===== src/rtl/intc_pkg.sv =====
package intc_pkg;

  localparam int BANK_W = 32;
  localparam int NBANK  = 2;
  localparam int NSRC   = NBANK * BANK_W;

  // register index = byte address [7:3]
  localparam int REG_IRQ   = 0;
  localparam int REG_FIQ   = 1;
  localparam int REG_RAW   = 2;
  localparam int REG_ROUTE = 3;
  localparam int REG_ENS   = 4;
  localparam int REG_ENC   = 5;
  localparam int REG_TGS   = 6;
  localparam int REG_TGC   = 7;
  localparam int REG_SENSE = 8;
  localparam int REG_ECLR  = 11;
  localparam int REG_LATCH = 12;

  typedef struct packed {
    logic en_set;
    logic en_clr;
    logic trg_set;
    logic trg_clr;
    logic route_wr;
    logic edge_clr;
  } bank_wr_t;

  typedef struct packed {
    logic [BANK_W-1:0] irq;
    logic [BANK_W-1:0] fiq;
    logic [BANK_W-1:0] raw;
    logic [BANK_W-1:0] route;
    logic [BANK_W-1:0] en;
    logic [BANK_W-1:0] trig;
    logic [BANK_W-1:0] sense;
    logic [BANK_W-1:0] latch;
  } bank_view_t;

endpackage


===== src/rtl/intc_sync.sv =====
module intc_sync #(
  parameter int W      = 64,
  parameter int STAGES = 2
) (
  input  logic         clk,
  input  logic         rst_n,
  input  logic [W-1:0] d,
  output logic [W-1:0] q
);

  logic [W-1:0] stg_q [STAGES];

  always_ff @(posedge clk or negedge rst_n) begin
    if (!rst_n) begin
      for (int s = 0; s < STAGES; s++) stg_q[s] <= '0;
    end else begin
      stg_q[0] <= d;
      for (int s = 1; s < STAGES; s++) stg_q[s] <= stg_q[s-1];
    end
  end

  assign q = stg_q[STAGES-1];

endmodule


===== src/rtl/intc_bank.sv =====
module intc_bank
  import intc_pkg::*;
#(
  parameter logic [BANK_W-1:0] LEVEL = '0
) (
  input  logic              clk,
  input  logic              rst_n,
  input  logic [BANK_W-1:0] src_s,
  input  bank_wr_t          wr,
  input  logic [BANK_W-1:0] wdata,
  output bank_view_t        view
);

  logic [BANK_W-1:0] en_q, trig_q, route_q, prev_q, latch_q;
  logic [BANK_W-1:0] latch_nxt, pend;

  // per-source variant chosen by the sense parameter
  for (genvar i = 0; i < BANK_W; i++) begin : g_src
    if (LEVEL[i]) begin : g_level
      assign latch_nxt[i] = 1'b0;
      assign pend[i]      = src_s[i];
    end else begin : g_edge
      // a rising edge takes priority over a clear in the same cycle
      assign latch_nxt[i] = (src_s[i] & ~prev_q[i]) |
                            (latch_q[i] & ~(wr.edge_clr & wdata[i]));
      assign pend[i]      = latch_q[i];
    end
  end

  always_ff @(posedge clk or negedge rst_n) begin
    if (!rst_n) begin
      en_q    <= '0;
      trig_q  <= '0;
      route_q <= '0;
      prev_q  <= '0;
      latch_q <= '0;
    end else begin
      prev_q  <= src_s;
      latch_q <= latch_nxt;
      if (wr.en_set)       en_q <= en_q | wdata;
      else if (wr.en_clr)  en_q <= en_q & ~wdata;
      if (wr.trg_set)      trig_q <= trig_q | wdata;
      else if (wr.trg_clr) trig_q <= trig_q & ~wdata;
      if (wr.route_wr)     route_q <= wdata;
    end
  end

  logic [BANK_W-1:0] raw, live;
  assign raw  = pend | trig_q;
  assign live = raw & en_q;

  assign view.raw   = raw;
  assign view.irq   = live & ~route_q;
  assign view.fiq   = live & route_q;
  assign view.route = route_q;
  assign view.en    = en_q;
  assign view.trig  = trig_q;
  assign view.sense = LEVEL;
  assign view.latch = latch_q;

endmodule


===== src/rtl/intc_regif.sv =====
module intc_regif
  import intc_pkg::*;
#(
  parameter int ADDR_W = 8
) (
  input  logic                         bus_valid,
  input  logic                         bus_write,
  input  logic [ADDR_W-1:0]            bus_addr,
  input  bank_view_t [NBANK-1:0]       view,
  output bank_wr_t   [NBANK-1:0]       wr,
  output logic       [BANK_W-1:0]      rdata
);

  localparam int IDX_W = ADDR_W - 3;

  logic [IDX_W-1:0] idx;
  logic             bank;
  logic             addr_unused;

  assign idx         = bus_addr[ADDR_W-1:3];
  assign bank        = bus_addr[2];
  assign addr_unused = &{1'b0, bus_addr[1:0]};

  for (genvar b = 0; b < NBANK; b++) begin : g_dec
    logic hit;
    assign hit = bus_valid && bus_write && (bank == b[0]);
    assign wr[b].en_set   = hit && (idx == IDX_W'(REG_ENS));
    assign wr[b].en_clr   = hit && (idx == IDX_W'(REG_ENC));
    assign wr[b].trg_set  = hit && (idx == IDX_W'(REG_TGS));
    assign wr[b].trg_clr  = hit && (idx == IDX_W'(REG_TGC));
    assign wr[b].route_wr = hit && (idx == IDX_W'(REG_ROUTE));
    assign wr[b].edge_clr = hit && (idx == IDX_W'(REG_ECLR));
  end

  bank_view_t sel_v;
  assign sel_v = view[bank];

  always_comb begin
    rdata = '0;
    case (idx)
      IDX_W'(REG_IRQ):   rdata = sel_v.irq;
      IDX_W'(REG_FIQ):   rdata = sel_v.fiq;
      IDX_W'(REG_RAW):   rdata = sel_v.raw;
      IDX_W'(REG_ROUTE): rdata = sel_v.route;
      IDX_W'(REG_ENS),
      IDX_W'(REG_ENC):   rdata = sel_v.en;
      IDX_W'(REG_TGS),
      IDX_W'(REG_TGC):   rdata = sel_v.trig;
      IDX_W'(REG_SENSE): rdata = sel_v.sense;
      IDX_W'(REG_LATCH): rdata = sel_v.latch;
      default:           rdata = '0;
    endcase
  end

endmodule


===== src/rtl/twin_bank_intc.sv =====
module twin_bank_intc
  import intc_pkg::*;
#(
  parameter int                ADDR_W      = 8,
  parameter int                SYNC_STAGES = 2,
  parameter logic [NSRC-1:0]   LEVEL_MASK  = '0
) (
  input  logic              clk,
  input  logic              rst_n,
  input  logic [NSRC-1:0]   src_i,
  input  logic              bus_valid,
  input  logic              bus_write,
  input  logic [ADDR_W-1:0] bus_addr,
  input  logic [BANK_W-1:0] bus_wdata,
  output logic [BANK_W-1:0] bus_rdata,
  output logic              irq_o,
  output logic              fiq_o
);

  logic [NSRC-1:0] src_s;
  logic [NSRC-1:0] en_all, route_all, latch_all, irq_all, fiq_all;

  bank_view_t [NBANK-1:0] view;
  bank_wr_t   [NBANK-1:0] wr;

  intc_sync #(.W(NSRC), .STAGES(SYNC_STAGES)) u_sync (
    .clk  (clk),
    .rst_n(rst_n),
    .d    (src_i),
    .q    (src_s)
  );

  for (genvar b = 0; b < NBANK; b++) begin : g_bank
    intc_bank #(.LEVEL(LEVEL_MASK[b*BANK_W +: BANK_W])) u_bank (
      .clk  (clk),
      .rst_n(rst_n),
      .src_s(src_s[b*BANK_W +: BANK_W]),
      .wr   (wr[b]),
      .wdata(bus_wdata),
      .view (view[b])
    );
    assign en_all   [b*BANK_W +: BANK_W] = view[b].en;
    assign route_all[b*BANK_W +: BANK_W] = view[b].route;
    assign latch_all[b*BANK_W +: BANK_W] = view[b].latch;
    assign irq_all  [b*BANK_W +: BANK_W] = view[b].irq;
    assign fiq_all  [b*BANK_W +: BANK_W] = view[b].fiq;
  end

  intc_regif #(.ADDR_W(ADDR_W)) u_regif (
    .bus_valid(bus_valid),
    .bus_write(bus_write),
    .bus_addr (bus_addr),
    .view     (view),
    .wr       (wr),
    .rdata    (bus_rdata)
  );

  assign irq_o = |irq_all;
  assign fiq_o = |fiq_all;

endmodule


===== config.mk =====
export PLATFORM = sky130hd
export DESIGN_NAME = twin_bank_intc
export DESIGN_NICKNAME = d
export VERILOG_FILES = /design/src/rtl/intc_pkg.sv /design/src/rtl/intc_sync.sv /design/src/rtl/intc_bank.sv /design/src/rtl/intc_regif.sv /design/src/rtl/twin_bank_intc.sv
export SDC_FILE = /design/constraint.sdc
export NUM_CORES = 1
export LEC_CHECK = 0
export CORE_UTILIZATION = 55
export CTS_BUF_LIST = sky130_fd_sc_hd__clkbuf_8
export CTS_CLUSTER_SIZE = 24
export DETAILED_ROUTE_END_ITERATION = 7
export DONT_BUFFER_PORTS = 1
export GPL_TIMING_DRIVEN = 0
export PLACE_DENSITY = 0.77
export SLEW_MARGIN = 5
export SYNTH_ARGS = -nofsm -noshare
export SYNTH_HDL_FRONTEND = slang
export SYNTH_SLANG_ARGS = --single-unit

===== constraint.sdc =====
create_clock -name clk -period 2.3 [get_ports clk]
set_input_delay 0.345 -clock clk [delete_from_list [all_inputs] [get_ports clk]]
set_output_delay 0.345 -clock clk [all_outputs]
set_load 0.005 [all_outputs]

==> flow_metrics.py <==
metrics = {
    "clock_tree": {
        "cts_tree": "done",
        "cts_root_buffer": "clkbuf_8",
        "cts_hold_buf": 96,
        "clock_latency_ns": 0.64,
        "cts_max_level": 3,
        "numCtsBuffers": 72,
        "path_clk_slew_ns": 0.06,
        "clockBufferDepth": 3,
        "clkSinkCount": 448,
    },
    "critical_path": {
        "cp_max_fo": 5,
        "crit_path_start_kind": "flip-flop",
        "criticalPathCategory": "flip-flop to output pin",
        "critPathArrivalTime_ns": 2.63,
        "slowest_delay_ns": 0.64,
        "cp_top_family": "simple AND/OR/NAND/NOR gates",
        "crit_buf_inv": 0,
        "r2r_setup_slack_ns": 1.20,
        "critPathSlowestCell": "or4_4",
        "cp.required_ns": 1.96,
        "endpoint_kind": "output pin",
        "cp_cell_sequence": "o21ai_2 > nor2_2 > nor4_2 > nand4_1 > or4_4",
    },
    "logic_synthesis": {
        "ys_seq_area_share_pct": 55.4,
        "syn-num-nets": 1964,
        "yosys.area.top_type": "dfrtp_1",
        "yosysMostFrequentCell": "dfrtp_1",
        "synthTopCellsByArea": "dfrtp_1 (55%), mux2i_1 (5.6%), a21oi_1 (4.7%)",
        "synthDistinctLibCells": 32,
        "synth_seq_cells": 448,
        "synthCells": 1856,
        "synthTopCellsByCount": "dfrtp_1 (448), a21oi_1 (192), o21ai_0 (143), a31oi_1 (128), nor2_1 (124)",
        "avgSynthCellArea_sq_um": 10.9,
        "synth-edff-count": 0,
        "synth_area_sq_um": 20200,
        "async_reset_ff_share_pct": 100,
        "synthFlopType": "dfrtp_1",
        "synth_top_area_share_pct": 55.4,
        "synth.yosys.warnings": 0,
    },
    "die": {
        "ios": 142,
        "die_w_microns": 194,
        "fp.dieH_microns": 194,
        "core_sq_um": 35900,
        "row_count": 69,
        "start_util_pct": 56.4,
        "dieArea_sq_um": 37600,
    },
    "route": {
        "viasPerCell": 6.81,
        "first_pass_iters": 6,
        "wl_per_cell_microns": 26.8,
        "ant_nets": 0,
        "vias": 17600,
        "drt_iter0_markers": 2502,
        "routed_wl_microns": 69300,
        "route.detailed.drc": 0,
    },
    "grt": {
        "grt_max_degree": 449,
        "antenna_found_initial": 1,
        "overflow": 0,
        "grt_pass1_vias": 17300,
        "grt_first_pass_wirelength_microns": 103000,
        "track_usage_pct": 36.7,
    },
    "sta": {
        "fmax_ghz": 0.336,
        "rsz0062_at_grt": "true",
        "setup_ws_ns": -0.674,
        "setup-violations-final": 22,
        "worstMarginPinSlew_ns": 1.71,
        "min_period_ns": 2.97,
        "hold_viol": 448,
        "slew_viol_final": 127,
        "fin_hold_ws_ns": -0.594,
        "fin_skew_ns": 0.0242,
        "relSlewSlack_pct": -14.2,
        "fin_crit_sh_pct": 129,
    },
    "final_layout": {
        "area_growth_pct": 20.0,
        "final_nets": 2181,
        "final_area_sq_um": 24300,
        "drive_gt1_share_pct": 20.9,
        "register_area_sq_um": 11200,
        "multi_input_area_sq_um": 8690,
        "fillers": 2701,
    },
    "placed_design": {
        "hpwl_microns": 42100,
        "dpl-instance-area_sq_um": 20800,
        "pre_cts_ws_ns": -0.640,
        "globalplace.congestion": 0.995,
        "portBuffers": 0,
    },
    "pwr": {
        "leakage_nw": 10.7,
        "power.density_nw_per_um2": 750,
        "p_total_mw": 18.2,
        "ir_drop_mv": 0.499,
    },
    "hold_path": {
        "hold_path_class": "input port to asynchronous set/reset pin",
    },
    "outcome": {
        "violations": "hold timing, slew limit, setup timing",
        "status": "finished with violations",
    },
    "job": {
        "drv_cap": 0,
    },
}
-- layout make-up --
type / instances / share of cell area, %
diodes: 2 / 0.0206
plain buffers: 145 / 2.92
clock buffers: 89 / 5.04
clock inverters: 36 / 0.855
inverters: 80 / 1.24
multi-input cells: 1183 / 35.8
flip-flops and latches: 448 / 46.3
well taps: 461 / 2.37
repair buffers: 143 / 5.49
-- kinds of logic after synthesis --
family,Yosys count,share of synthesized area (%)
buffers and inverters,225,4.72
and+or+nand+nor,263,5.68
DFF,448,55.4
muxes,209,12.0
AOI/OAI and AO/OA,711,22.2
-- final timing paths --
path | to | depth (start not counted) | from
max | irq_o | 5 | flip-flop
min | g_bank[0].u_bank.latch_q[8] | 0 | rst_n
max reg2reg | g_bank[0].u_bank.latch_q[14] | 4 | g_bank[0].u_bank.latch_q[14]
min reg2reg | u_sync.q[0] | 0 | u_sync.stg_q[64]
max in group asynchronous | asynchronous set/reset pin | 0 | rst_n
min in group clk | flip-flop | 2 | bus_wdata[31]
-- per-stage QoR --
step | utilization (%) | cells | setup TNS, ns
5_1_grt | 67.6 | 2587 | -3.52
4_1_cts | 66.4 | 2563 | -1.41
3_5_place_dp | 58.0 | 2317 | -20.38
6_report | 67.6 | 2587 | -2.22
3_3_place_gp | 58.0 | 2317 | -15.42
2_1_floorplan | - | 1856 | 0
-- worst register-to-register path: cells and delay by family (launching register included) --
kind,cells,cell delay (ns)
compound gates,1,0.20
flops,1,0.42
buf+inv,3,0.38
-- power breakdown --
| group | total, mW | internal [mW] | switching, mW |
|---|---|---|---|
| combinational | 2.30 | 0.987 | 1.31 |
| clock | 6.85 | 3.70 | 3.15 |
| sequential | 9.07 | 8.46 | 0.611 |
| total | 18.2 | 13.2 | 5.07 |
-- what timing repair did --
item	CTS	global route
pin swaps	36	44
endpoints found under the hold margin	576	448
buffers inserted	25	24
endpoints found under the setup margin	34	34
gates resized for setup	128	95
-- per-layer routing --
layer / share of wire [%] / vias up / track usage (%) / routed length (microns)
met2: 44 / 1274 / 53.5 / 30300
met3: 12 / 350 / 11.5 / 8360
met5: 0 / - / 0 / 0
li1: - / 7406 / - / -
met1: 38 / 8594 / 47.2 / 26100
met4: 6.7 / 0 / 24.4 / 4620
-- cell usage in the layout, fill, tap and decap left out, types with 5 or more instances in the layout --
master / Yosys / layout
dfrtp_1: 448 / 423
a21oi_1: 192 / 192
a31oi_1: 128 / 128
nor2_1: 124 / 119
mux2i_1: 113 / 110
inv_1: 80 / 104
o21ai_0: 143 / 99
dlygate4sd3_1: 0 / 96
clkbuf_8: 0 / 89
clkbuf_1: 97 / 74
nand2_1: 67 / 67
a22o_1: 64 / 64
mux2_4: 60 / 63
buf_4: 3 / 50
o211ai_1: 49 / 49
o22ai_1: 41 / 41
nor3_1: 34 / 34
mux2_2: 36 / 33
o21ai_1: 0 / 32
buf_2: 38 / 31
o221ai_2: 0 / 31
a221oi_2: 0 / 30
o2111ai_1: 30 / 28
dfrtp_2: 0 / 25
clkbuf_2: 0 / 20
buf_6: 7 / 12
o21ai_2: 0 / 11
nor2_2: 4 / 8
nor4_1: 15 / 7
clkinv_2: 0 / 7
clkbuf_4: 0 / 5
Note: power is estimated with default switching activity, not from simulation.
